--- config.mk ---
export PLATFORM = sky130hd
export DESIGN_NAME = lrsc_unit
export DESIGN_NICKNAME = d
export VERILOG_FILES = /design/src/rtl/lrsc_unit.sv
export SDC_FILE = /design/constraint.sdc
export NUM_CORES = 1
export LEC_CHECK = 0
export BUFFER_PORTS_ARGS = -buffer_cell sky130_fd_sc_hd__buf_2
export CAP_MARGIN = 20
export CORE_ASPECT_RATIO = 1.75
export CORE_MARGIN = 8
export CORE_UTILIZATION = 40
export CTS_CLUSTER_SIZE = 20
export DETAILED_ROUTE_END_ITERATION = 8
export PLACE_DENSITY = 0.63
export SLEW_MARGIN = 20
export SYNTH_ARGS = -nofsm -noshare
export SYNTH_HDL_FRONTEND = slang
export SYNTH_SLANG_ARGS = --single-unit
--- constraint.sdc ---
create_clock -name clk -period 11.85 [get_ports clk]
set_clock_uncertainty 0.2 [all_clocks]
set_input_delay 2.37 -clock clk [delete_from_list [all_inputs] [get_ports clk]]
set_output_delay 2.37 -clock clk [all_outputs]
set_load 0.01 [all_outputs]
--- src/rtl/lrsc_unit.sv ---
module lrsc_unit #(
  parameter int          XLEN     = 32,
  parameter int          OFFS     = 2,
  parameter logic [5:0]  PRIM_OP  = 6'd31,
  parameter logic [9:0]  XO_LOAD  = 10'd20,
  parameter logic [9:0]  XO_STORE = 10'd150
) (
  input  logic            clk,
  input  logic            rst_n,
  input  logic            req_valid,
  input  logic [5:0]      op_prim,
  input  logic [9:0]      op_ext,
  input  logic            op_rc,
  input  logic [4:0]      ra_sel,
  input  logic [XLEN-1:0] ra_val,
  input  logic [XLEN-1:0] rb_val,
  input  logic [XLEN-1:0] st_data,
  input  logic            xer_so,
  input  logic            resv_clr,
  output logic            mem_re,
  output logic            mem_we,
  output logic [XLEN-1:0] mem_addr,
  output logic [XLEN-1:0] mem_wdata,
  output logic            cr0_we,
  output logic [3:0]      cr0_val,
  output logic            illegal
);
  localparam int WA = XLEN - OFFS;

  logic            resv_q;
  logic [WA-1:0]   resv_word_q;
  logic [XLEN-1:0] ea;
  logic            is_ld, is_st, st_ok, st_bad, held, hit;

  assign ea     = ((ra_sel == 5'd0) ? '0 : ra_val) + rb_val;
  assign is_ld  = req_valid && (op_prim == PRIM_OP) && (op_ext == XO_LOAD);
  assign is_st  = req_valid && (op_prim == PRIM_OP) && (op_ext == XO_STORE);
  assign st_ok  = is_st && op_rc;
  assign st_bad = is_st && !op_rc;
  assign held   = resv_q && !resv_clr;
  assign hit    = held && (resv_word_q == ea[XLEN-1:OFFS]);

  always_ff @(posedge clk) begin
    if (!rst_n) begin
      resv_q      <= 1'b0;
      resv_word_q <= '0;
    end else if (resv_clr) begin
      resv_q <= 1'b0;
    end else if (is_ld) begin
      resv_q      <= 1'b1;
      resv_word_q <= ea[XLEN-1:OFFS];
    end else if (st_ok) begin
      resv_q <= 1'b0;
    end
  end

  always_ff @(posedge clk) begin
    if (!rst_n) begin
      mem_re    <= 1'b0;
      mem_we    <= 1'b0;
      mem_addr  <= '0;
      mem_wdata <= '0;
      cr0_we    <= 1'b0;
      cr0_val   <= 4'd0;
      illegal   <= 1'b0;
    end else begin
      mem_re    <= is_ld;
      mem_we    <= st_ok && hit;
      mem_addr  <= ea;
      mem_wdata <= st_data;
      cr0_we    <= st_ok;
      cr0_val   <= st_ok ? {2'b00, hit, xer_so} : 4'd0;
      illegal   <= st_bad;
    end
  end

  AST_WRITE_REPORTS_EQ: assert property (@(posedge clk) disable iff (!rst_n)
    mem_we |-> (cr0_we && cr0_val[1]));
  AST_WRITE_CONSUMES: assert property (@(posedge clk) disable iff (!rst_n)
    mem_we |-> !resv_q);
  AST_FAIL_NO_WRITE: assert property (@(posedge clk) disable iff (!rst_n)
    (cr0_we && !cr0_val[1]) |-> !mem_we);
  AST_CR0_LTGT_ZERO: assert property (@(posedge clk) disable iff (!rst_n)
    cr0_we |-> (cr0_val[3:2] == 2'b00));
  AST_ILLEGAL_QUIET: assert property (@(posedge clk) disable iff (!rst_n)
    illegal |-> (!mem_we && !cr0_we));
  AST_CLEAR_DROPS: assert property (@(posedge clk) disable iff (!rst_n)
    resv_clr |=> !resv_q);
  AST_ONE_EVENT: assert property (@(posedge clk) disable iff (!rst_n)
    $onehot0({mem_re, cr0_we, illegal}));
endmodule

== Yosys cells after proc, flatten, opt, wreduce, memory -nomap -nowiden ==
Cells that the tools add are included.

* Bits of input ports: 123
* Bits in registers: 103
* Word-level logic and storage cells: 35
* Output and inout port bits: 72

* Reduce and logical (&&, ||, !) cells: 15
* Mux-type cells: 3
* Equal/unequal tests: 4
* Bitwise gates (word level): 2
* Add/subtract/negate cells: 1

{| class="wikitable"
|+ Operator list
! cell !! number
|-
| $add 32x32->32 || 1
|-
| $mux 32 || 1
|-
| $eq 30x30->1 || 1
|-
| $eq 10x5->1 const B || 1
|-
| $eq 10x8->1 const B || 1
|-
| $logic_and 1x1->1 || 8
|-
| $eq 6x5->1 const B || 1
|-
| $logic_not 5->1 || 1
|-
| $reduce_and 2->1 || 2
|-
| $logic_not 1->1 || 2
|-
| $mux 1 || 2
|-
| $not 1->1 || 2
|-
| $reduce_bool 2->1 || 1
|-
| $reduce_or 2->1 || 1
|}

== Longest topological paths before layout ==
* Word-level depth: 6
* Depth in mapped cells: 18
* Mapped depth without buffers: 17

== Worst setup path before layout ==
Ideal clock, no wire load.

* Kind: in2reg
* Start point: in ra_sel[1]
* End point: reg cr0_val[1]
* Data required time: 11.588 ns
* Setup slack: 5.570 ns
* Cell stages on the path: 18
* Library setup time: 0.062 ns
* Path buffers: 1
* Data arrival time: 6.019 ns
* Cell sequence: nor3_1 -> nand2_1 -> clkbuf_1 -> and2_1 -> ha_1 -> inv_1 -> fa_1 -> xnor2_1 -> xnor2_1 -> o31ai_1 -> a211o_2 -> or4b_1 -> a2111oi_2 -> nand4_1 -> nor4b_2 -> nand4_1 -> a2111oi_2 -> and4b_1

* Cells in the longest elaborated chain, start to end: 5

{| class="wikitable"
|+ RTL lines
! item !! RTL line !! source
|-
| start: declaration || 14 || <nowiki>input logic [4:0] ra_sel,</nowiki>
|-
| $logic_not 5->1 || 35 || <nowiki>assign ea = ((ra_sel == 5'd0) ? '0 : ra_val) + rb_val;</nowiki>
|-
| $mux 32 || 35 ||
|-
| $add 32x32->32 || 35 ||
|-
| $eq 30x30->1 || 41 || <nowiki>assign hit = held && (resv_word_q == ea[XLEN-1:OFFS]);</nowiki>
|-
| $logic_and 1x1->1 || 41 ||
|-
| end signal: assignment || 72 || <nowiki>cr0_val <= st_ok ? {2'b00, hit, xer_so} : 4'd0;</nowiki>
|-
| end: declaration || 25 || <nowiki>output logic [3:0] cr0_val,</nowiki>
|}

Every way passes these cells.
A chain may end at the register's enable or synchronous reset.

== Worst setup path after layout ==
* Start point: in ra_sel[1]
* End point: reg mem_we

* Cells in the longest elaborated chain, start to end: 6

{| class="wikitable"
|+ RTL lines
! item !! RTL line !! source
|-
| $logic_not 5->1 || 35 ||
|-
| $mux 32 || 35 ||
|-
| $add 32x32->32 || 35 ||
|-
| $eq 30x30->1 || 41 ||
|-
| $logic_and 1x1->1 || 41 ||
|-
| $logic_and 1x1->1 || 68 || <nowiki>mem_we <= st_ok && hit;</nowiki>
|-
| end signal: assignment || 68 ||
|-
| end: declaration || 21 || <nowiki>output logic mem_we,</nowiki>
|}

Every way passes these cells.

==> metrics.sh <==
OUTCOME='completed'
CLK_ROOT_BUFFER_CELL='sky130_fd_sc_hd__clkbuf_16'
SYN_INST=713
DETAIL_ROUTE.VIAS_PER_CELL=5.28
INITIAL_CORE_UTILIZATION_PCT=40.5
CORE_REGION_AREA_UM2=14800
WORSTSETUPPATHTYPE='in -> reg'
FINAL-SEQ-AREA_UM2=2020
PLACEMENT_STAGE_CELL_AREA_UM2=7000
SYNTH_TOP_CELLS_BY_COUNT='sky130_fd_sc_hd__nand2_1, sky130_fd_sc_hd__dfxtp_1, sky130_fd_sc_hd__and2_1'
NETS=1035
MAIN_FLOP_TYPE_AFTER_SYNTHESIS='sky130_fd_sc_hd__dfxtp_1'
WHS_PATH_DEPTH=2
DRT.ANTENNA.VIOLATING_NETS=0
GRT_USAGE_PCT=20.2
CTS-RESIZED-GATES=0
CRITICAL_PATH.CELL_CHAIN='buf_2, nor3_1, nand2_1, and2_1, ha_1, nand2_1, or4_1, a21oi_1, nor2_1, o21ai_0, xnor3_1, nand4_1, nor4b_2, nand4_1, a2111oi_2, and4b_1'
INITIAL_ANTENNA_VIOLATION_COUNT=0
POST_SYNTH.CELL_AREA_AVG_UM2=8.38
SHARE_OF_LAYOUT_CELLS_ABOVE_DRIVE_STRENGTH_1_PCT=27.1
SYNTH_SEQ_CELLS=101
P_LEAK_nW=3.23
SLOWEST_STAGE='sky130_fd_sc_hd__nand2_1'
GRTUSAGEMET3_PCT=3.49
DETAILEDPLACEMENTHPWL_MM=15.9
MULTI_INPUT_COMB_AREA_UM2=3680
SYNTH-EDFF-COUNT=0
CTS-BUFFERS-INSERTED=9
DIE_BOUNDARY_HEIGHT_UM=178
POST-SYNTH-TOP-AREA-FRACTION_PCT=33.8
ANTENNADIODECOUNT=0
DRT_ITER0_MARKERS=260
ROUTED_WIRE_LENGTH_PER_INSTANCE_UM=18.3
CTS_SETUP_BUFFERS=0
REG2REG_DEPTH=11
DRC=0
SLEW_HEADROOM_PCT=41.3
SYNTH.YOSYS.SEQ_AREA_SHARE_PCT=33.8
TIMING_WORST_SLEW_PIN_VALUE_NS=0.878
PATH_CLK_SLEW_NS=0.08
RSZ_0062_RAISED_AFTER_GLOBAL_ROUTING='no'
FINALWEIGHTEDCONGESTION=0.948
CLOCK_INSERTION_DELAY_WORST_SKEW_NS=0.35
GRT_PASS1_VIAS=5878
YOSYS.CELL_TYPES.COUNT=87
CTS_HTREE_LEVELS=3
GRT.OVERFLOW.TOTAL=0
IO_PINS=195
FIRSTDRTPASSITERS=5
FINAL-HOLD-VIOLATION-COUNT=0
DIE-AREA_UM2=19300
YOSYS.CELL_COUNT.TOP_TYPE='sky130_fd_sc_hd__nand2_1'
CTSLONGESTPATHBUFFERS=2
POWER.DENSITY_CELL_AREA_nW_PER_UM2=126
CP_DATA_REQUIRED_TIME_NS=11.94
WORSTSETUPPATHDEPTH=16
TIMING.CRITICAL_PATH.SLOWEST_CELL_DELAY_NS=0.54
SYNTH_TOP_CELL_BY_AREA='sky130_fd_sc_hd__dfxtp_1'
DESIGN_POWER_TOTAL_mW=0.919
NUMPORTBUFFERS=192
MAX_CAP_VIOL_COUNT=0
SLEW_VIOLATIONS=0
CRIT_PATH_START_KIND='primary input'
FINAL_AREA_UM2=7290
TYPE_OF_ELEMENT_CAPTURING_THE_CRITICAL_PATH='register'
FLOW.AREA_GROWTH_FROM_SYNTHESIS_PCT=21.9
CTS_TREE='yes'
FIN_CRIT_NS=6.94
CP_TOP_FAMILY='simple AND/OR/NAND/NOR gates'
PLACEMENT_ROWS=59
CLOCK-SINKS=101
FINALWIRELENGTH_MM=19.6
SYNTH-ASYNC-RESET-RATIO_PCT=0
NUMBER_OF_FILLERS_IN_THE_FINAL_LAYOUT=1525
ARRIVAL_TIME_OF_THE_WORST_SETUP_PATH_NS=7.03
GRT_USE_MET1_PCT=18.8
POST_CTS_HOLD_BUFFER_COUNT=0
PEAKVDDDROP_V=0.0000563
CRITPATHBUFINV=1
SYN_AREA_UM2=5980
TOP_USAGE_LAYER='met2'
PATH_MAX_FANOUT=32
NUM_VIAS=5640
WORSTHOLDPATHTYPE='reg -> reg'
DIE_WIDTH_UM=108
FINALSETUPVIOLATIONS=0
GRT_PASS1_WL_MM=30.4
NETLIST_TOP_CELLS_AREA='sky130_fd_sc_hd__dfxtp_1, sky130_fd_sc_hd__and2_1, sky130_fd_sc_hd__ha_1, sky130_fd_sc_hd__nand2_1, sky130_fd_sc_hd__a21oi_1'
USE_MET2_PCT=38.8
YOSYS_WARNINGS=0
FINAL.PERIOD_UTILIZATION_PCT=58.6
MAXIMUM_NUMBER_OF_PINS_ON_ONE_NET_BEFORE_GLOBAL_ROUTE_REPAIR=64
MAX_CLOCK_FREQ_MHz=144
TIMING.SETUP.TNS_NS=0
==> worst paths after layout <==
path                         from               to  slack, ns
setup / recovery        ra_sel[1]           mem_we       4.91
hold / removal    resv_word_q[22]  resv_word_q[22]       0.25
setup reg to reg  resv_word_q[24]           mem_we       8.34
hold reg to reg   resv_word_q[22]  resv_word_q[22]       0.25
==> metrics by stage <==
stage	util, %	instances	worst slack, ns	hold WS (ns)
floorplan	-	714	5.57	0.232
detailed placement	47.4	1052	4.54	0.245
global route	49.4	1068	4.40	0.278
finish	49.4	1068	4.91	0.255
CTS	49.4	1068	4.91	0.260
global placement	47.4	1052	4.63	0.240
==> state kept, by name (all words and copies together), names as in the netlist <==
name,cells
resv_word_q,30
mem_re,1
illegal,1
mem_we,1
mem_wdata,32
mem_addr,32
cr0_we,1
resv_q,1
cr0_val,2
==> power by group <==
| group | switching (mW) | internal [mW] | total, mW |
|---|---|---|---|
| Clock | 0.135 | 0.151 | 0.286 |
| Sequential | 0.00481 | 0.361 | 0.365 |
| Combinational | 0.158 | 0.110 | 0.268 |
==> cell families after synthesis <==
| group | share of synthesized area, % |
|---|---|
| XOR/XNOR | 8.56 |
| AND/OR/NAND/NOR | 27.6 |
| buffers and inverters | 4.65 |
| adder cells (fa/ha/maj) | 6.83 |
| other | 0.0628 |
| flip-flops | 33.8 |
| multiplexers | 0.691 |
| AO/OA/AOI/OAI | 17.8 |
==> cells in the final DEF, fill, tap and decap left out, types with 4 or more instances in the layout <==
cell type                     n
sky130_fd_sc_hd__ha_1        31
sky130_fd_sc_hd__nand2_1    102
sky130_fd_sc_hd__buf_4        4
sky130_fd_sc_hd__nor2_1      41
sky130_fd_sc_hd__inv_1       14
sky130_fd_sc_hd__xor2_1      21
sky130_fd_sc_hd__and2_1      92
sky130_fd_sc_hd__a21o_1       7
sky130_fd_sc_hd__o211ai_1     4
sky130_fd_sc_hd__nand3_1     11
sky130_fd_sc_hd__nand4_1     11
sky130_fd_sc_hd__clkbuf_16    9
sky130_fd_sc_hd__o21ai_1      6
sky130_fd_sc_hd__o21a_1       8
sky130_fd_sc_hd__o21ai_0     20
sky130_fd_sc_hd__a211oi_1     4
sky130_fd_sc_hd__buf_2      192
sky130_fd_sc_hd__a21oi_1     62
sky130_fd_sc_hd__nor3_1       7
sky130_fd_sc_hd__dfxtp_1    101
sky130_fd_sc_hd__nor4_1       7
sky130_fd_sc_hd__o31ai_1      6
sky130_fd_sc_hd__xnor2_1     27
==> area by class of cell <==
cell class,count,share of cell area [%]
clock inverters,5,0.601
flip-flops and latches,101,27.7
well taps,183,3.14
repair buffers,196,13.6
multi-input cells,556,50.6
inverters,16,1.01
clock buffers,11,3.33
==> tightest hold or removal path, cell delays in order, from the launching register on <==
cell and delay (ns):
sky130_fd_sc_hd__dfxtp_1 0.31, sky130_fd_sc_hd__nand2_1 0.05, sky130_fd_sc_hd__a21oi_1 0.05
==> per-layer routing <==
metal	routed length, um	vias up
met3	1150	58
li1	-	2811
met4	1000	0
met1	6670	2569
met5	0	-
met2	10700	202
Note: power is estimated with default switching activity, not from simulation.
